[src/rtl/bht_pkg.sv]
package bht_pkg;

    typedef logic [1:0] bht_state_t;

    localparam bht_state_t ST_NT_FIRM = 2'b00;
    localparam bht_state_t ST_NT_SOFT = 2'b01;
    localparam bht_state_t ST_T_FIRM  = 2'b11;
    localparam bht_state_t ST_T_SOFT  = 2'b10;

endpackage

[src/rtl/bht_index.sv]
module bht_index #(
    parameter int ADDR_W     = 32,
    parameter int IDX_W      = 6,
    parameter int ALIGN_BITS = 2
) (
    input  logic [ADDR_W-1:0] addr,
    output logic [IDX_W-1:0]  idx
);
    logic [ADDR_W-1:0] unused_addr_copy;

    assign unused_addr_copy = addr;
    assign idx              = addr[ALIGN_BITS +: IDX_W];

    initial begin
        assert (ALIGN_BITS + IDX_W <= ADDR_W)
            else $error("index field does not fit in address");
    end
endmodule

[src/rtl/bht_hyst_next.sv]
module bht_hyst_next
    import bht_pkg::*;
(
    input  bht_state_t cur,
    input  logic       taken,
    output bht_state_t nxt
);
    always_comb begin
        nxt = cur;
        unique case (cur)
            ST_NT_FIRM: nxt = taken ? ST_NT_SOFT : ST_NT_FIRM;
            ST_NT_SOFT: nxt = taken ? ST_T_FIRM  : ST_NT_FIRM;
            ST_T_FIRM:  nxt = taken ? ST_T_FIRM  : ST_T_SOFT;
            ST_T_SOFT:  nxt = taken ? ST_T_FIRM  : ST_NT_FIRM;
            default:    nxt = ST_NT_FIRM;
        endcase
    end
endmodule

[src/rtl/hyst_branch_predictor.sv]
module hyst_branch_predictor
    import bht_pkg::*;
#(
    parameter int ADDR_W     = 32,
    parameter int ENTRIES    = 64,
    parameter int ALIGN_BITS = 2
) (
    input  logic              clk,
    input  logic              rst_n,
    input  logic [ADDR_W-1:0] lk_addr,
    output logic              lk_taken,
    input  logic              up_valid,
    input  logic [ADDR_W-1:0] up_addr,
    input  logic              up_taken
);
    localparam int IDX_W = (ENTRIES > 1) ? $clog2(ENTRIES) : 1;

    typedef struct packed {
        bht_state_t [ENTRIES-1:0] ent;
    } tbl_t;

    tbl_t              tbl_d, tbl_q;
    logic [IDX_W-1:0]  lk_idx, up_idx;
    bht_state_t        up_cur, up_nxt;

    bht_index #(.ADDR_W(ADDR_W), .IDX_W(IDX_W), .ALIGN_BITS(ALIGN_BITS)) u_lk_index (
        .addr (lk_addr),
        .idx  (lk_idx)
    );

    bht_index #(.ADDR_W(ADDR_W), .IDX_W(IDX_W), .ALIGN_BITS(ALIGN_BITS)) u_up_index (
        .addr (up_addr),
        .idx  (up_idx)
    );

    assign up_cur = tbl_q.ent[up_idx];

    bht_hyst_next u_next (
        .cur   (up_cur),
        .taken (up_taken),
        .nxt   (up_nxt)
    );

    // lookup reads the registered table: old value during a same-index update
    assign lk_taken = tbl_q.ent[lk_idx][1];

    always_comb begin
        tbl_d = tbl_q;
        if (up_valid) begin
            tbl_d.ent[up_idx] = up_nxt;
        end
    end

    always_ff @(posedge clk) begin
        if (!rst_n) begin
            tbl_q <= '0;
        end else begin
            tbl_q <= tbl_d;
        end
    end

    p_firm_nt_hold_r2: assert property (@(posedge clk) disable iff (!rst_n)
        (up_valid && !up_taken && up_cur == ST_NT_FIRM)
        |=> tbl_q.ent[$past(up_idx)] == ST_NT_FIRM);

    p_soft_nt_promote_r3: assert property (@(posedge clk) disable iff (!rst_n)
        (up_valid && up_taken && up_cur == ST_NT_SOFT)
        |=> tbl_q.ent[$past(up_idx)] == ST_T_FIRM);

    p_firm_t_decay_r4: assert property (@(posedge clk) disable iff (!rst_n)
        (up_valid && !up_taken && up_cur == ST_T_FIRM)
        |=> tbl_q.ent[$past(up_idx)] == ST_T_SOFT);

    p_soft_t_drop_r5: assert property (@(posedge clk) disable iff (!rst_n)
        (up_valid && !up_taken && up_cur == ST_T_SOFT)
        |=> tbl_q.ent[$past(up_idx)] == ST_NT_FIRM);

    p_idle_stable_r8: assert property (@(posedge clk) disable iff (!rst_n)
        !up_valid |=> $stable(tbl_q));

    p_lookup_reads_old_r7: assert property (@(posedge clk) disable iff (!rst_n)
        (up_valid && lk_idx == up_idx) |-> lk_taken == up_cur[1]);
endmodule

[config.mk]
export PLATFORM = sky130hd
export DESIGN_NAME = hyst_branch_predictor
export DESIGN_NICKNAME = d
export VERILOG_FILES = /design/src/rtl/bht_pkg.sv /design/src/rtl/bht_index.sv /design/src/rtl/bht_hyst_next.sv /design/src/rtl/hyst_branch_predictor.sv
export SDC_FILE = /design/constraint.sdc
export NUM_CORES = 1
export LEC_CHECK = 0
export BUFFER_PORTS_ARGS = -buffer_cell sky130_fd_sc_hd__buf_2
export CORE_ASPECT_RATIO = 1.25
export CORE_MARGIN = 4
export CORE_UTILIZATION = 55
export DETAILED_ROUTE_END_ITERATION = 7
export PLACE_DENSITY = 0.84
export SYNTH_ARGS = -nofsm -noshare
export SYNTH_HDL_FRONTEND = slang
export SYNTH_HIERARCHICAL = 1
export SYNTH_SLANG_ARGS = --single-unit
[constraint.sdc]
create_clock -name clk -period 7.67 [get_ports clk]
set_input_delay 0.3835 -clock clk [delete_from_list [all_inputs] [get_ports clk]]
set_output_delay 0.3835 -clock clk [all_outputs]
set_load 0.02 [all_outputs]
Word-level counts from Yosys, hierarchy flattened
Index checks and enable logic that the tools add are counted.

Magnitude comparators: 3. Equality and inequality tests: 3. Multiplexer cells: 11. Reduce and logical (&&, ||, !) cells: 3.

Operators with widths (count): $bwmux W128 (1); $bmux W2 S6 (2); $lt A6 B7 Y1 const B (2); $demux W2 S6 (1); $mux W2 (4); $ge A6 B1 Y1 const B (1); $pmux W2 S3 (1); $eq A2 B2 Y1 const B (2); $eq A2 B1 Y1 const B (1); $logic_not A2 Y1 (1); $mux W1 (2); $reduce_or A2 Y1 (1); $logic_and A1 B1 Y1 (1).

Flip-flop bits (word level): 128. Bits of input ports: 68.

Longest topological paths before layout
Word-level depth: 6. Gate-level depth with buffers: 17. Depth with buffers taken out: 11.

By module
Netlist, hierarchy kept.

Modules (own cells, without submodules): hyst_branch_predictor (times used 1, cells each 818, area each 6942.9 µm², sequential area each 2562.5 µm²); bht_index (times used 2, cells each 6, area each 45.0 µm², sequential area each 0.0 µm²); bht_hyst_next (times used 1, cells each 7, area each 48.8 µm², sequential area each 0.0 µm²).

Worst setup path after synthesis
Ideal clock, no wire load.

Path kind: input port to flip-flop. Start: input port up_addr[2]. End: register tbl_q[3] (netlist bit). Library setup time: 0.076 ns. Arrival: 3.078 ns. Path slack: 4.517 ns. Stages on the path: 16. Buffers on the path: 5. Path through: buf_4 -> buf_6 -> buf_6 -> and2_4 -> a221oi_1 -> o22ai_1 -> a22o_1 -> or4_1 -> inv_1 -> ha_1 -> a21oi_1 -> nor2_1 -> clkbuf_1 -> buf_1 -> nand3_1 -> a21boi_0.

Cells in the longest elaborated chain, start to end: 6.

RTL lines: start, declared (RTL line hyst_branch_predictor.sv:13) `input logic [ADDR_W-1:0] up_addr,`; $bmux W2 S6 (*) (RTL line hyst_branch_predictor.sv:36) `assign up_cur = tbl_q.ent[up_idx];`; $mux W2 (implied by the code) (*) (RTL line hyst_branch_predictor.sv:36); via up_cur[0] (RTL line hyst_branch_predictor.sv:24) `bht_state_t up_cur, up_nxt;`; $eq A2 B1 Y1 / $eq A2 B2 Y1 (equally long branches) (RTL line bht_hyst_next.sv:10) `unique case (cur)`; $reduce_or A2 Y1 (no source line); $pmux W2 S3 (*) (RTL line bht_hyst_next.sv:10); via up_nxt[1] (RTL line hyst_branch_predictor.sv:24); $bwmux W128 (*) (RTL line hyst_branch_predictor.sv:50) `tbl_d.ent[up_idx] = up_nxt;`; end signal, assigned (RTL line hyst_branch_predictor.sv:58) `tbl_q <= tbl_d;`; end, declared (RTL line hyst_branch_predictor.sv:22) `tbl_t tbl_d, tbl_q;`.

The timed path passes the listed nets; every way through them passes the cells marked *. The select of a mux whose other input is x is not followed. A chain may end at the register's enable or synchronous reset.

Worst setup path in the final report
Start: input port up_addr[3]. End: register tbl_q[67] (netlist bit).

Same word-level chain as after synthesis.

==> summary.txt <==
Flow run
  • Max-cap check violation count: 0

GRT
  • Vias in the first global route: 6034
  • Initial antenna violation count: 0
  • Overflow after GRT: 0
  • Pin count of the biggest net entering global routing: 129
  • Global-route wire length before repair: 30.9 mm
  • GRT Util Overall: 26.8%

Setup path
  • CP Max Fanout: 42
  • Worst flop-to-flop path startpoint: tbl_q[68]$_SDFFE_PN0P_
  • R2R depth: 12
  • Setup slack, reg-to-reg: 4.01 ns
  • Endpoint type of the worst setup path: flop
  • Worst EP required: 8.02 ns
  • WS Path Type: in2reg
  • Reg2reg end: tbl_q[67]$_SDFFE_PN0P_
  • Critical Path Source Type: input pin
  • Critical path startpoint: up_addr[3]
  • Critical Path AT: 4.57 ns

Hold path
  • Origin of the worst min-delay path: tbl_q[18]$_SDFFE_PN0P_
  • Hold worst-path end: tbl_q[18]$_SDFFE_PN0P_
  • Hold/Removal Path Class: reg2reg
  • Hold Path Stages: 2

Route
  • Drt first-iter violations: 775
  • Drt drc: 0
  • WL per Instance: 19.6 um
  • Post-route ant nets: 0
  • Routed vias/inst: 6.56
  • Initial DRT Pass Iterations: 6
  • Vias: 6358
  • Final WL: 19.0 mm

Floorplan
  • Vert. Die Dim: 135 um
  • DIE AREA: 14800 um2
  • Site Rows: 46
  • Starting density of the core: 55.9%
  • Core Box Area: 12700 um2
  • Die width: 109 um
  • Total I/O pin count: 69

Timing
  • Clock skew: 0.0181 ns
  • Fmax: 0.237 GHz
  • Relative slew slack: 25.6%
  • Endpoints failing setup: 0
  • Slew Limit Fails: 0
  • Final min period: 4.22 ns
  • Final period util: 55.0%
  • Worst-margin pin slew: 1.11 ns
  • Post-Route Setup TNS: 0 ns
  • WHS: 0.466 ns
  • Final Hold Fails: 0
  • RSZ-0062 raised after global routing: false

Logic synthesis
  • Cell with the most instances after synthesis: nand2_1
  • Synth warn: 6
  • Cells after synthesis: 837
  • Synth top area share: 36.2%
  • Async set-or-reset flop fraction in the synthesized netlist: 0%
  • Synth Flop Type: dfxtp_1
  • Syn_area_per_cell: 8.46 um2
  • Top cells by area, synth: dfxtp_1, a21boi_0, mux4_2
  • Cell area after synthesis: 7080 um2
  • Area leader, netlist: dfxtp_1
  • EDFF count, synth: 0
  • Commonest cells in the netlist: nand2_1, dfxtp_1, a21boi_0
  • Cell variety after synth: 49
  • Syn_nets: 907
  • Register area share after synthesis: 36.2%
  • Synth Register Bits: 128

Layout
  • Area growth from synthesis to layout: 7.93%
  • Layout Cells excl Fill: 969
  • Biggest register: tbl_q
  • Fill count: 1065
  • Top Registers: tbl_q: 128 flops
  • Final layout net count: 858
  • Max FFs per register: 128
  • Ant. Diodes: 0
  • Share of post-route cells with drive strength above 1: 13.1%

Clock tree
  • Post-CTS Setup Repair Bufs: 0
  • Clock sinks: 128
  • CTS Buffer Depth: 2
  • Worst-Skew Late Latency: 0.43 ns
  • Clock root buffer: clkbuf_16
  • CTS tree: yes
  • Worst-path clk slew: 0.06 ns
  • Cts bufs inserted: 17
  • Post-CTS sizing: 0
  • CTS H-Tree Depth: 4
  • Hold_buf cts: 0

Run status
  • Status: finished clean

Placement
  • I/O Buffers: 16
  • Final GP Congestion: 0.903
  • Post-detail-place hpwl: 11.4 mm
  • Dpl cells: 937

Power and ir drop
  • PD cells: 217 nW/um2
  • VDD IR max: 0.000165 V
  • Pleak: 0.00252 uW
## kinds of logic (layout without fill, tap and decap cells)
| family | after synthesis | after routing | synth area share, % |
|---|---|---|---|
| AO/OA/AOI/OAI | 236 | 236 | 23.0 |
| adder cells (fa/ha/maj) | 2 | 2 | 0.353 |
| buffers and inverters | 96 | 60 | 6.40 |
| flip-flops | 128 | 128 | 36.2 |
| multiplexers | 67 | 67 | 14.3 |
| AND/OR/NAND/NOR | 308 | 308 | 19.7 |
## per-layer routing
metal | wire length (um) | GRT usage (%) | vias to the layer above
li1 | - | - | 2896
met2 | 9090 | 42.0 | 409
met5 | 0 | 0 | -
met3 | 1900 | 6.65 | 54
met4 | 656 | 14.1 | 0
met1 | 7360 | 33.9 | 2999
## per-stage QoR
step / worst slack [ns] / utilization, % / total power (uW) / area [um2]
after global placement: 3.30 / 55.3 / 794 / 7000
after detailed placement: 3.19 / 55.3 / 796 / 7000
final: 3.45 / 60.4 / 1660 / 7640
after floorplan: 4.52 / - / 772 / 7080
after CTS: 3.60 / 60.4 / 1660 / 7640
after global routing: 3.22 / 60.4 / 1700 / 7640
## cell type report
type	count	area, um2	share of cell area, %
Inverter	4	15.0	0.196
Tap cell	168	210	2.75
Sequential cell	128	2560	33.5
Multi-Input combinational cell	613	4070	53.3
Clock inverter	9	154	2.01
Timing Repair Buffer	24	140	1.83
Clock buffer	23	488	6.38
## placed cells by master (no fill, tap or decap), types with 2 or more instances in the layout
| cell | count |
|---|---|
| a31oi_1 | 3 |
| mux2_2 | 15 |
| or2_2 | 3 |
| mux2i_1 | 25 |
| nand3b_1 | 2 |
| a2111oi_0 | 4 |
| and3_1 | 4 |
| nor3_1 | 2 |
| clkbuf_8 | 4 |
| nand2b_1 | 3 |
| a21boi_0 | 114 |
| nor2_1 | 39 |
| clkinvlp_4 | 2 |
| nand2_1 | 154 |
| nand3_1 | 58 |
| nor3b_1 | 5 |
| clkbuf_1 | 2 |
| clkbuf_16 | 17 |
| or3b_2 | 2 |
| buf_2 | 16 |
| bufinv_16 | 4 |
| o22ai_1 | 9 |
| a21oi_1 | 2 |
| o21ai_0 | 68 |
| nor2b_1 | 24 |
| and2_1 | 2 |
| a22o_1 | 4 |
| dfxtp_1 | 128 |
| a22oi_1 | 7 |
| buf_4 | 8 |
| inv_1 | 3 |
| a221oi_1 | 14 |
| mux4_2 | 26 |
| or4_1 | 2 |
| ha_1 | 2 |
| and3b_1 | 3 |
| o221ai_1 | 2 |
| a221o_1 | 2 |
| clkinv_2 | 2 |
## power by group
part	total, uW	internal [uW]	switching (uW)
combinational	117	36.5	80.6
clock	877	577	300
sequential	668	667	0.898
## how the worst max path moves through the flow
stage,end,cells past startpoint
final,tbl_q[67]$_SDFFE_PN0P_,13
after global routing,tbl_q[51]$_SDFFE_PN0P_,13
after CTS,tbl_q[67]$_SDFFE_PN0P_,13
after detailed placement,tbl_q[87]$_SDFFE_PN0P_,13
after global placement,tbl_q[3]$_SDFFE_PN0P_,13
after floorplan,tbl_q[3]$_SDFFE_PN0P_,16
## worst max-delay path, cell delays in order
cell and delay (ns):
buf_2 0.57, inv_1 0.53, a221o_1 0.45, a22oi_1 0.22, o22ai_1 0.11, or4_1 0.54
inv_1 0.09, ha_1 0.14, a21oi_1 0.10, nor2_4 0.50, buf_4 0.54, nand3_1 0.14
a21boi_0 0.22
(Power assumes the default switching activity.)
